[src/rtl/apc_pkg.sv]
package apc_pkg;
   typedef enum logic [1:0] {
      ACC_UNIFORM = 2'd0,
      ACC_AFFINE  = 2'd1,
      ACC_SCATTER = 2'd2,
      ACC_SKIPPED = 2'd3
   } acc_class_e;
endpackage

[src/rtl/apc_capture.sv]
// Input stage: samples one access and reduces the active mask.
module apc_capture #(
   parameter int N_THR  = 4,
   parameter int ADDR_W = 32
) (
   input  logic                      clk,
   input  logic                      rst_n,
   input  logic                      in_valid,
   input  logic [N_THR-1:0]          in_active,
   input  logic [N_THR*ADDR_W-1:0]   in_addr,
   input  logic [ADDR_W-1:0]         in_word,
   output logic                      s_valid,
   output logic                      s_full,
   output logic [N_THR*ADDR_W-1:0]   s_addr,
   output logic [ADDR_W-1:0]         s_word
);
   always_ff @(posedge clk or negedge rst_n) begin
      if (!rst_n) begin
         s_valid <= 1'b0;
         s_full  <= 1'b0;
         s_addr  <= '0;
         s_word  <= '0;
      end else begin
         s_valid <= in_valid;
         if (in_valid) begin
            s_full <= &in_active;
            s_addr <= in_addr;
            s_word <= in_word;
         end
      end
   end
endmodule

[src/rtl/apc_lane.sv]
// One thread lane: is its address on the line, and is it equal to the base?
module apc_lane #(
   parameter int ADDR_W  = 32,
   parameter int LANE_ID = 0
) (
   input  logic [ADDR_W-1:0] base,
   input  logic [ADDR_W-1:0] stride,
   input  logic [ADDR_W-1:0] addr,
   output logic              eq_base,
   output logic              on_line
);
   localparam logic [ADDR_W-1:0] LANE_K = ADDR_W'(LANE_ID);
   logic [ADDR_W-1:0] expect_addr;

   always_comb begin
      expect_addr = base + (stride * LANE_K);
      eq_base     = (addr == base);
      on_line     = (addr == expect_addr);
   end
endmodule

[src/rtl/apc_decide.sv]
// Combines lane votes into class, stride, base, contiguity and count.
module apc_decide
   import apc_pkg::*;
#(
   parameter int N_THR  = 4,
   parameter int ADDR_W = 32,
   localparam int CNT_W = $clog2(N_THR + 1)
) (
   input  logic              full,
   input  logic [N_THR-1:0]  eq_base,
   input  logic [N_THR-1:0]  on_line,
   input  logic [ADDR_W-1:0] base,
   input  logic [ADDR_W-1:0] stride,
   input  logic [ADDR_W-1:0] word,
   output acc_class_e        d_class,
   output logic [ADDR_W-1:0] d_stride,
   output logic [ADDR_W-1:0] d_base,
   output logic              d_contig,
   output logic [CNT_W-1:0]  d_txn
);
   localparam logic [CNT_W-1:0] ALL_TXN = CNT_W'(N_THR);
   logic affine_ok;

   generate
      if (N_THR == 2) begin : g_pair
         // with two threads any pair fits a line, so no affine class
         assign affine_ok = 1'b0;
      end else begin : g_wide
         assign affine_ok = &on_line;
      end
   endgenerate

   always_comb begin
      d_class  = ACC_SKIPPED;
      d_stride = '0;
      d_base   = '0;
      d_contig = 1'b0;
      d_txn    = '0;
      if (full) begin
         if (&eq_base) begin
            d_class = ACC_UNIFORM;
            d_txn   = CNT_W'(1);
         end else if (affine_ok) begin
            d_class  = ACC_AFFINE;
            d_stride = stride;
            d_base   = base;
            d_contig = (stride == word);
            d_txn    = (stride == word) ? CNT_W'(1) : ALL_TXN;
         end else begin
            d_class = ACC_SCATTER;
            d_txn   = ALL_TXN;
         end
      end
   end
endmodule

[src/rtl/addr_pattern_classifier.sv]
module addr_pattern_classifier
   import apc_pkg::*;
#(
   parameter int N_THR  = 4,
   parameter int ADDR_W = 32,
   localparam int CNT_W = $clog2(N_THR + 1)
) (
   input  logic                     clk,
   input  logic                     rst_n,
   input  logic                     in_valid,
   input  logic [N_THR-1:0]         in_active,
   input  logic [N_THR*ADDR_W-1:0]  in_addr,
   input  logic [ADDR_W-1:0]        cfg_word_bytes,
   output logic                     out_valid,
   output logic [1:0]               out_class,
   output logic [ADDR_W-1:0]        out_stride,
   output logic [ADDR_W-1:0]        out_base,
   output logic                     out_contig,
   output logic [CNT_W-1:0]         out_txn
);
   generate
      if (N_THR < 2) begin : g_bad_n
         $error("N_THR must be at least 2");
      end
      if (ADDR_W < 2) begin : g_bad_w
         $error("ADDR_W must be at least 2");
      end
   endgenerate

   logic                    s_valid, s_full;
   logic [N_THR*ADDR_W-1:0] s_addr;
   logic [ADDR_W-1:0]       s_word, s_base, s_stride;
   logic [N_THR-1:0]        eq_base, on_line;
   acc_class_e              d_class;
   logic [ADDR_W-1:0]       d_stride, d_base;
   logic                    d_contig;
   logic [CNT_W-1:0]        d_txn;

   apc_capture #(.N_THR(N_THR), .ADDR_W(ADDR_W)) u_cap (
      .clk(clk), .rst_n(rst_n), .in_valid(in_valid), .in_active(in_active),
      .in_addr(in_addr), .in_word(cfg_word_bytes),
      .s_valid(s_valid), .s_full(s_full), .s_addr(s_addr), .s_word(s_word)
   );

   assign s_base   = s_addr[0 +: ADDR_W];
   assign s_stride = s_addr[ADDR_W +: ADDR_W] - s_base;

   for (genvar i = 0; i < N_THR; i++) begin : g_lane
      apc_lane #(.ADDR_W(ADDR_W), .LANE_ID(i)) u_lane (
         .base(s_base), .stride(s_stride), .addr(s_addr[i*ADDR_W +: ADDR_W]),
         .eq_base(eq_base[i]), .on_line(on_line[i])
      );
   end

   apc_decide #(.N_THR(N_THR), .ADDR_W(ADDR_W)) u_dec (
      .full(s_full), .eq_base(eq_base), .on_line(on_line),
      .base(s_base), .stride(s_stride), .word(s_word),
      .d_class(d_class), .d_stride(d_stride), .d_base(d_base),
      .d_contig(d_contig), .d_txn(d_txn)
   );

   always_ff @(posedge clk or negedge rst_n) begin
      if (!rst_n) begin
         out_valid  <= 1'b0;
         out_class  <= ACC_SKIPPED;
         out_stride <= '0;
         out_base   <= '0;
         out_contig <= 1'b0;
         out_txn    <= '0;
      end else begin
         out_valid <= s_valid;
         if (s_valid) begin
            out_class  <= d_class;
            out_stride <= d_stride;
            out_base   <= d_base;
            out_contig <= d_contig;
            out_txn    <= d_txn;
         end
      end
   end


   latency_chk: assert property (@(posedge clk) disable iff (!rst_n)
      in_valid |-> ##2 out_valid);

   uniform_txn_chk: assert property (@(posedge clk) disable iff (!rst_n)
      (out_valid && out_class == ACC_UNIFORM) |-> (out_txn == CNT_W'(1) && !out_contig));

   skipped_chk: assert property (@(posedge clk) disable iff (!rst_n)
      (out_valid && out_class == ACC_SKIPPED) |-> (out_txn == '0 && !out_contig));

   contig_chk: assert property (@(posedge clk) disable iff (!rst_n)
      (out_valid && out_contig) |-> (out_class == ACC_AFFINE && out_txn == CNT_W'(1)));

   nonaffine_zero_chk: assert property (@(posedge clk) disable iff (!rst_n)
      (out_valid && out_class != ACC_AFFINE) |-> (out_stride == '0 && out_base == '0));

   partial_mask_chk: assert property (@(posedge clk) disable iff (!rst_n)
      (in_valid && !(&in_active)) |-> ##2 (out_class == ACC_SKIPPED));

   generate
      if (N_THR == 2) begin : g_pair_chk

         pair_no_affine_chk: assert property (@(posedge clk) disable iff (!rst_n)
            out_valid |-> out_class != ACC_AFFINE);
      end
   endgenerate
endmodule

[config.mk]
export PLATFORM = sky130hd
export DESIGN_NAME = addr_pattern_classifier
export DESIGN_NICKNAME = d
export VERILOG_FILES = /design/src/rtl/apc_pkg.sv /design/src/rtl/apc_capture.sv /design/src/rtl/apc_lane.sv /design/src/rtl/apc_decide.sv /design/src/rtl/addr_pattern_classifier.sv
export SDC_FILE = /design/constraint.sdc
export NUM_CORES = 1
export LEC_CHECK = 0
export BUFFER_PORTS_ARGS = -buffer_cell sky130_fd_sc_hd__buf_2
export CAP_MARGIN = 20
export CORE_UTILIZATION = 55
export CTS_CLUSTER_SIZE = 40
export DETAILED_ROUTE_END_ITERATION = 10
export PLACE_DENSITY = 0.76
export SLEW_MARGIN = 20
export SYNTH_ARGS = -nofsm -noshare
export SYNTH_HDL_FRONTEND = slang
export SYNTH_SLANG_ARGS = --single-unit
[constraint.sdc]
create_clock -name clk -period 15.6 [get_ports clk]
set_input_delay 1.56 -clock clk [delete_from_list [all_inputs] [get_ports clk]]
set_output_delay 1.56 -clock clk [all_outputs]
set_load 0.005 [all_outputs]
## Yosys cells after proc, flatten, opt, wreduce, memory -nomap -nowiden

Cells that the tools add are included.

- Register bits after elaboration: 233
- Latch bits: 0
- RAM bits: 0
- Bits in read-only memories: 0
- Input port bits: 167
- Output and inout port bits: 71
- Logic and storage cells: 41
- Memories: 0

- $add $sub $neg: 4
- $mul: 1
- Divide/modulo/power cells: 0
- $lt $le $gt $ge: 0
- Equal/unequal tests: 7
- Shifts and indexed selects: 0
- Muxes and demuxes: 16
- Bitwise gates (word level): 0
- Reduce and logical (&&, ||, !) cells: 3

Operators by type and width:

| operator | number |
|---|---|
| 32-bit equality test | 7 |
| 32-bit two-way mux | 6 |
| 32-bit adder | 3 |
| 32-bit by 2-bit multiplier with 32-bit output, second input constant | 1 |
| 32-bit subtractor | 1 |
| 3-bit two-way mux | 4 |
| 2-bit two-way mux | 3 |
| 3-bit AND reduction | 2 |
| 4-bit AND reduction | 1 |
| 1-bit two-way mux | 3 |

## Logic depth before layout (Yosys ltp)

- Word-level depth: 8
- Depth in mapped cells: 28
- Depth with buffers taken out: 25

## Cells and area by module

From an unflattened synthesis, not the netlist that was laid out.

- Cell total of the unflattened synthesis: 2,133
- Area, all modules: 20,729.9 µm²

By module, submodules not included:

| module | instances | cells an instance | area an instance (µm²) | seq. area each (µm²) |
|---|---|---|---|---|
| apc_capture | 1 | 343 | 6,372.4 | 4,053.9 |
| addr_pattern_classifier | 1 | 428 | 4,436.8 | 1,779.2 |
| apc_lane at g_lane[3].u_lane | 1 | 395 | 3,141.8 | 0.0 |
| apc_lane at g_lane[2].u_lane | 1 | 412 | 2,875.3 | 0.0 |
| apc_lane at g_lane[1].u_lane | 1 | 384 | 2,701.3 | 0.0 |
| apc_decide | 1 | 127 | 848.3 | 0.0 |
| apc_lane at g_lane[0].u_lane | 1 | 44 | 354.1 | 0.0 |

## Worst setup path before layout

Ideal clock, no wire load.

- Kind: reg-to-reg
- Start point: register u_cap.s_addr[10]
- End point: register out_stride[1]
- Library setup time: 82 ps
- Arrival: 6,552 ps
- Setup slack: 8,966 ps
- Cell stages (with the launch flop): 29
- Path buffers: 3
- Cells stage by stage: dfrtp_1 -> inv_1 -> ha_1 -> clkbuf_1 -> a21o_1 -> a311oi_1 -> nor2_1 -> or3_1 -> a21oi_1 -> o21bai_1 -> o21a_1 -> nor2_1 -> xor2_1 -> inv_1 -> fa_1 -> ha_1 -> a21oi_1 -> nor2_1 -> a211oi_1 -> nand4_1 -> or3_1 -> nor4_1 -> nand4_1 -> or4b_1 -> nor4_2 -> nand3b_1 -> buf_6 -> buf_6 -> o22ai_2

- Longest elaborated chain between the ends: 8
- Elaborated cells between the ends (all ways): 16
- Those cells by class: 4 x add/sub; 1 x mul; 6 x eq/ne; 3 x mux; 2 x reduce/logical

Ends and longest elaborated chain:

| element | RTL line | RTL |
|---|---|---|
| from (decl) | apc_capture.sv:14 | `output logic [N_THR*ADDR_W-1:0] s_addr,` |
| from (signal assigned) | apc_capture.sv:27 | `s_addr <= in_addr;` |
| 32-bit subtractor | addr_pattern_classifier.sv:46 | `assign s_stride = s_addr[ADDR_W +: ADDR_W] - s_base;` |
| 32-bit by 2-bit multiplier with 32-bit output | apc_lane.sv:16 | `expect_addr = base + (stride * LANE_K);` |
| 32-bit adder | apc_lane.sv:16 |  |
| 32-bit equality test | apc_lane.sv:18 | `on_line = (addr == expect_addr);` |
| 3-bit AND reduction | apc_decide.sv:29 | `assign affine_ok = &on_line;` |
| 32-bit two-way mux | apc_decide.sv:43 | `end else if (affine_ok) begin` |
| 32-bit two-way mux (*) | apc_decide.sv:40 | `if (&eq_base) begin` |
| 32-bit two-way mux (*) | apc_decide.sv:39 | `if (full) begin` |
| to (signal assigned) | addr_pattern_classifier.sv:74 | `out_stride <= d_stride;` |
| to (decl) | addr_pattern_classifier.sv:16 | `output logic [ADDR_W-1:0] out_stride,` |

Mark *: on every way between the ends. The rest lies on a longest branch, timed or not.
A chain may end at the register's enable or synchronous reset.

## Worst setup path in the final report

- Start point: register u_cap.s_addr[2]
- End point: register out_base[22]

- Longest elaborated chain between the ends: 8
- Elaborated cells between the ends (all ways): 16
- Those cells by class: 4 x add/sub; 1 x mul; 6 x eq/ne; 3 x mux; 2 x reduce/logical

Ends and longest elaborated chain:

| element | RTL line | RTL |
|---|---|---|
| 32-bit subtractor | addr_pattern_classifier.sv:46 |  |
| 32-bit by 2-bit multiplier with 32-bit output | apc_lane.sv:16 |  |
| 32-bit adder | apc_lane.sv:16 |  |
| 32-bit equality test | apc_lane.sv:18 |  |
| 3-bit AND reduction | apc_decide.sv:29 |  |
| 32-bit two-way mux | apc_decide.sv:43 |  |
| 32-bit two-way mux (*) | apc_decide.sv:40 |  |
| 32-bit two-way mux (*) | apc_decide.sv:39 |  |
| to (signal assigned) | addr_pattern_classifier.sv:75 | `out_base <= d_base;` |
| to (decl) | addr_pattern_classifier.sv:17 | `output logic [ADDR_W-1:0] out_base,` |

Marked as above.

==> results summary <==
The flow ran to the end, and the final reports show no timing, DRC or antenna violations. The number of detailed-route iterations in the first pass came out at 6. Setup repair after global routing left no endpoint under its margin. TritonCTS built the clock tree. The global-route track usage on met3 is 10.7%. Global routing consumed, on the met2 layer, 74.5% of the routing resources. The count of maximum capacitance violations is 0.

The tree is rooted in a clkbuf_16. The clock network latency to the later pin of the worst-skew pair came out at 0.60 ns. The die outline width is 198 µm. The number of primary I/O pins is 238. The clock drives 232 sinks. Entering global routing, the biggest net connects 91 pins. The layout overhead on the synthesized area is 11.3%. The post-synthesis sequential area ratio is 27.5%.

The DRC violation count after routing came out at 0. The final number of hold-violating endpoints is 0. At the end of routability-driven placement, the weighted congestion stood at 1.16.

The placeable core region is 37800 µm². The area of the mapped netlist is 21100 µm². The count of port buffers added during placement is 236. The number of nets in the synthesized netlist is 2721. Synthesis instantiated 95 different standard cells from the library.

The number of nets in the layout is 2908. The clock arrives with 0.0168 ns of skew. In the synthesized netlist the dominant register cell turns out to be dfrtp_1. The initial detailed-routing violation count came out at 2798. After synthesis, the mean cell area works out to 8.81 µm². Of all flip-flops after synthesis, the portion carrying an async set or reset was 100%. For this configuration, the core starts out at a cell density of 56.0%. The worst hold margin came out at 0.527 ns.

The count of nets left with antenna violations after detail routing is 0. The largest driver fanout on the critical path came out at 50. Synthesis produced a netlist whose cell count is 2399.

The power density of the placed cells came out at 237 nW/µm². Summed over all nets, the half-perimeter wirelength after detailed placement is 79700 µm. Once layout is complete, the cells apart from fillers number 3114. In the routed layout, each cell is associated on average with a via count of 7.06.

Across the VDD grid, the largest voltage drop is 127 µV. The critical path ends at out_base[22]. The height of the chip is 198 µm. The share of post-route cells with drive strength above 1 is 19.4%. No sink is reached through more buffers than the 3 on the longest clock path. The worst path uses 65.4% of the clock period. The CTS H-tree depth is 1. The die covers 39200 µm². The number of pins with negative max-slew slack in the final report is 0. The timing-limited maximum frequency is 98.0 MHz. The leakage power figure is 10.3 nW. The number of buffers added by the clock tree synthesis step is 26. The number of antenna violations at the first check in global routing came out at 2. The first-pass GRT wire length came out at 138000 µm. In the final routed layout, each cell accounts on average for 31.1 µm. The final layout contains routed wiring with a total length of 96800 µm. 0 antenna diodes ended up in the layout. The reg2reg setup slack is 5.40 ns.

The post-route minimum period is 10.20 ns. The number of cells in the design after placement is 3069. The setup path with the least slack is of type register to register. The total non-filler cell area in the finished layout is 23500 µm².

The worst setup path is launched from a register. In this run, synthesis produced a sequential element count of 232. The count of flip-flops with a built-in enable after synthesis came out at 0. The total negative setup slack came out at 0 ns. The startpoint identified for the worst register-to-register timing path is u_cap.s_addr[2]. The data required time of the worst path came out at 16.09 ns.

The transition at the pin with the smallest max-transition slack is 1.20 ns. Setup violations remaining at the end of the flow were counted as 0. The post-CTS resize count came out at 0.

The category of the worst setup path capture point is a register. The tightest min-delay check is of the register to register type. Once placement finished, the instance area stood at 22700 µm².

The post-CTS setup buffer count is 0. The via count is 22000. The site row count is 71. In this run the critical register-to-register path is captured at out_base[22].

In this run the most used layer during global routing was met2. The sum of overflow across all layers after global routing is 0. Tracing the worst setup path back leads to its startpoint at u_cap.s_addr[2]. The routing usage on met1 is 62.3%.

The number of global-route vias before repair was 21000. The relative slew slack is 19.2%. The Yosys step of the flow raised 0 warnings. The number of hold buffers added after CTS is 0.

The data arrival time of the critical path came out at 10.69 ns. After clock tree synthesis, the clock-pin slew on the worst setup and hold paths is 0.06 ns. The total power came out at 5.57 mW. The global routing usage summed across all routing layers came out at 49.1%. The length in cells of the worst reg-to-reg path came out at 22.
flip-flops by register name, summed over array words and instances (netlist names):
register / cells
out_base: 32
u_cap.s_addr: 128
out_contig: 1
out_valid: 1
u_cap.s_valid: 1
u_cap.s_word: 32
u_cap.s_full: 1
out_class: 2
out_txn: 2
out_stride: 32
layout make-up:
class,count,area [µm²]
inverter,163,612
multi-input combinational,1913,14300
tap,511,639
clock buffer,40,793
timing repair buffer,250,1300
sequential,232,5810
clock inverter,5,50.0
fill,3103,14200
worst min-delay path by stage:
stage / from / end / slack, ns / cells after the start
floorplan: u_cap.s_valid / out_valid / 0.35 / 0
global placement: out_class[0] / out_class[0] / 0.48 / 2
detailed placement: out_class[0] / out_class[0] / 0.51 / 2
CTS: out_class[0] / out_class[0] / 0.52 / 2
global route: out_base[17] / out_base[17] / 0.55 / 2
finish: out_class[0] / out_class[0] / 0.53 / 2
cell usage after synthesis, types with 26 or more instances:
cell type	count	area, µm²
fa_1	34	681
a21oi_1	144	721
o22ai_2	50	626
nand2_1	196	736
nand3_1	63	315
nor4_1	46	288
o21a_1	45	338
nand4_1	59	369
xnor2_1	126	1100
o21ai_0	115	576
nor2_1	136	510
clkbuf_1	68	255
a21o_1	41	308
inv_1	163	612
o211ai_1	29	218
xor2_1	71	622
nor3_1	64	320
or3_1	27	169
mux2_2	128	1440
and3_1	26	163
ha_1	121	1510
dfrtp_1	230	5760
routing by layer:
metal | wire, µm | vias up
met1 | 36000 | 10600
met5 | 29 | -
met3 | 11300 | 404
met4 | 8320 | 2
li1 | - | 9264
met2 | 41200 | 1735
kinds of logic after synthesis:
kind of cell | count (synthesis) | share of synthesized area, %
compound gates | 660 | 22.5
simple gates | 751 | 18.2
flops | 232 | 27.5
buf+inv | 254 | 4.81
xor+xnor | 208 | 9.35
other cells | 1 | 0.0177
mux | 138 | 7.29
fa+ha+maj | 155 | 10.4
critical path, cell delays in order (launching register included):
cell and delay, ns:
dfrtp_1 0.65, inv_1 0.17, ha_1 0.42, nand3_1 0.24
o21bai_1 0.29, a21oi_1 0.17, o31ai_1 1.01, a211oi_1 0.31
nor3_1 0.48, inv_1 0.32, fa_1 0.53, ha_1 0.42
a21oi_1 0.21, o211ai_1 0.27, a2111oi_1 0.78, nor4_1 0.22
nor4b_1 0.45, nand3_1 0.13, or4b_1 0.64, nor4_2 0.54
nand3b_1 0.84, buf_4 0.69, o22ai_1 0.26
power breakdown:
part / switching (mW) / internal [mW]
clock: 0.271 / 0.349
sequential: 0.0839 / 0.643
combinational: 2.89 / 1.33
total: 3.25 / 2.32
cells in the final DEF (no fill, tap or decap), types with 59 or more instances in the layout:
master,instances
buf_2,234
dfrtp_1,229
nand2_1,196
inv_1,163
a21oi_1,144
nor2_1,136
mux2_2,128
xnor2_1,126
ha_1,121
o21ai_0,115
xor2_1,71
nor3_1,64
nand3_1,63
nand4_1,59
stage by stage:
stage	worst slack, ns	util (%)
after floorplan	8.97	-
after global placement	5.82	60.1
after detailed placement	5.51	60.1
after CTS	5.44	62.3
after global routing	5.23	62.3
final	5.40	62.3
Note: power is estimated with default switching activity, not from simulation.
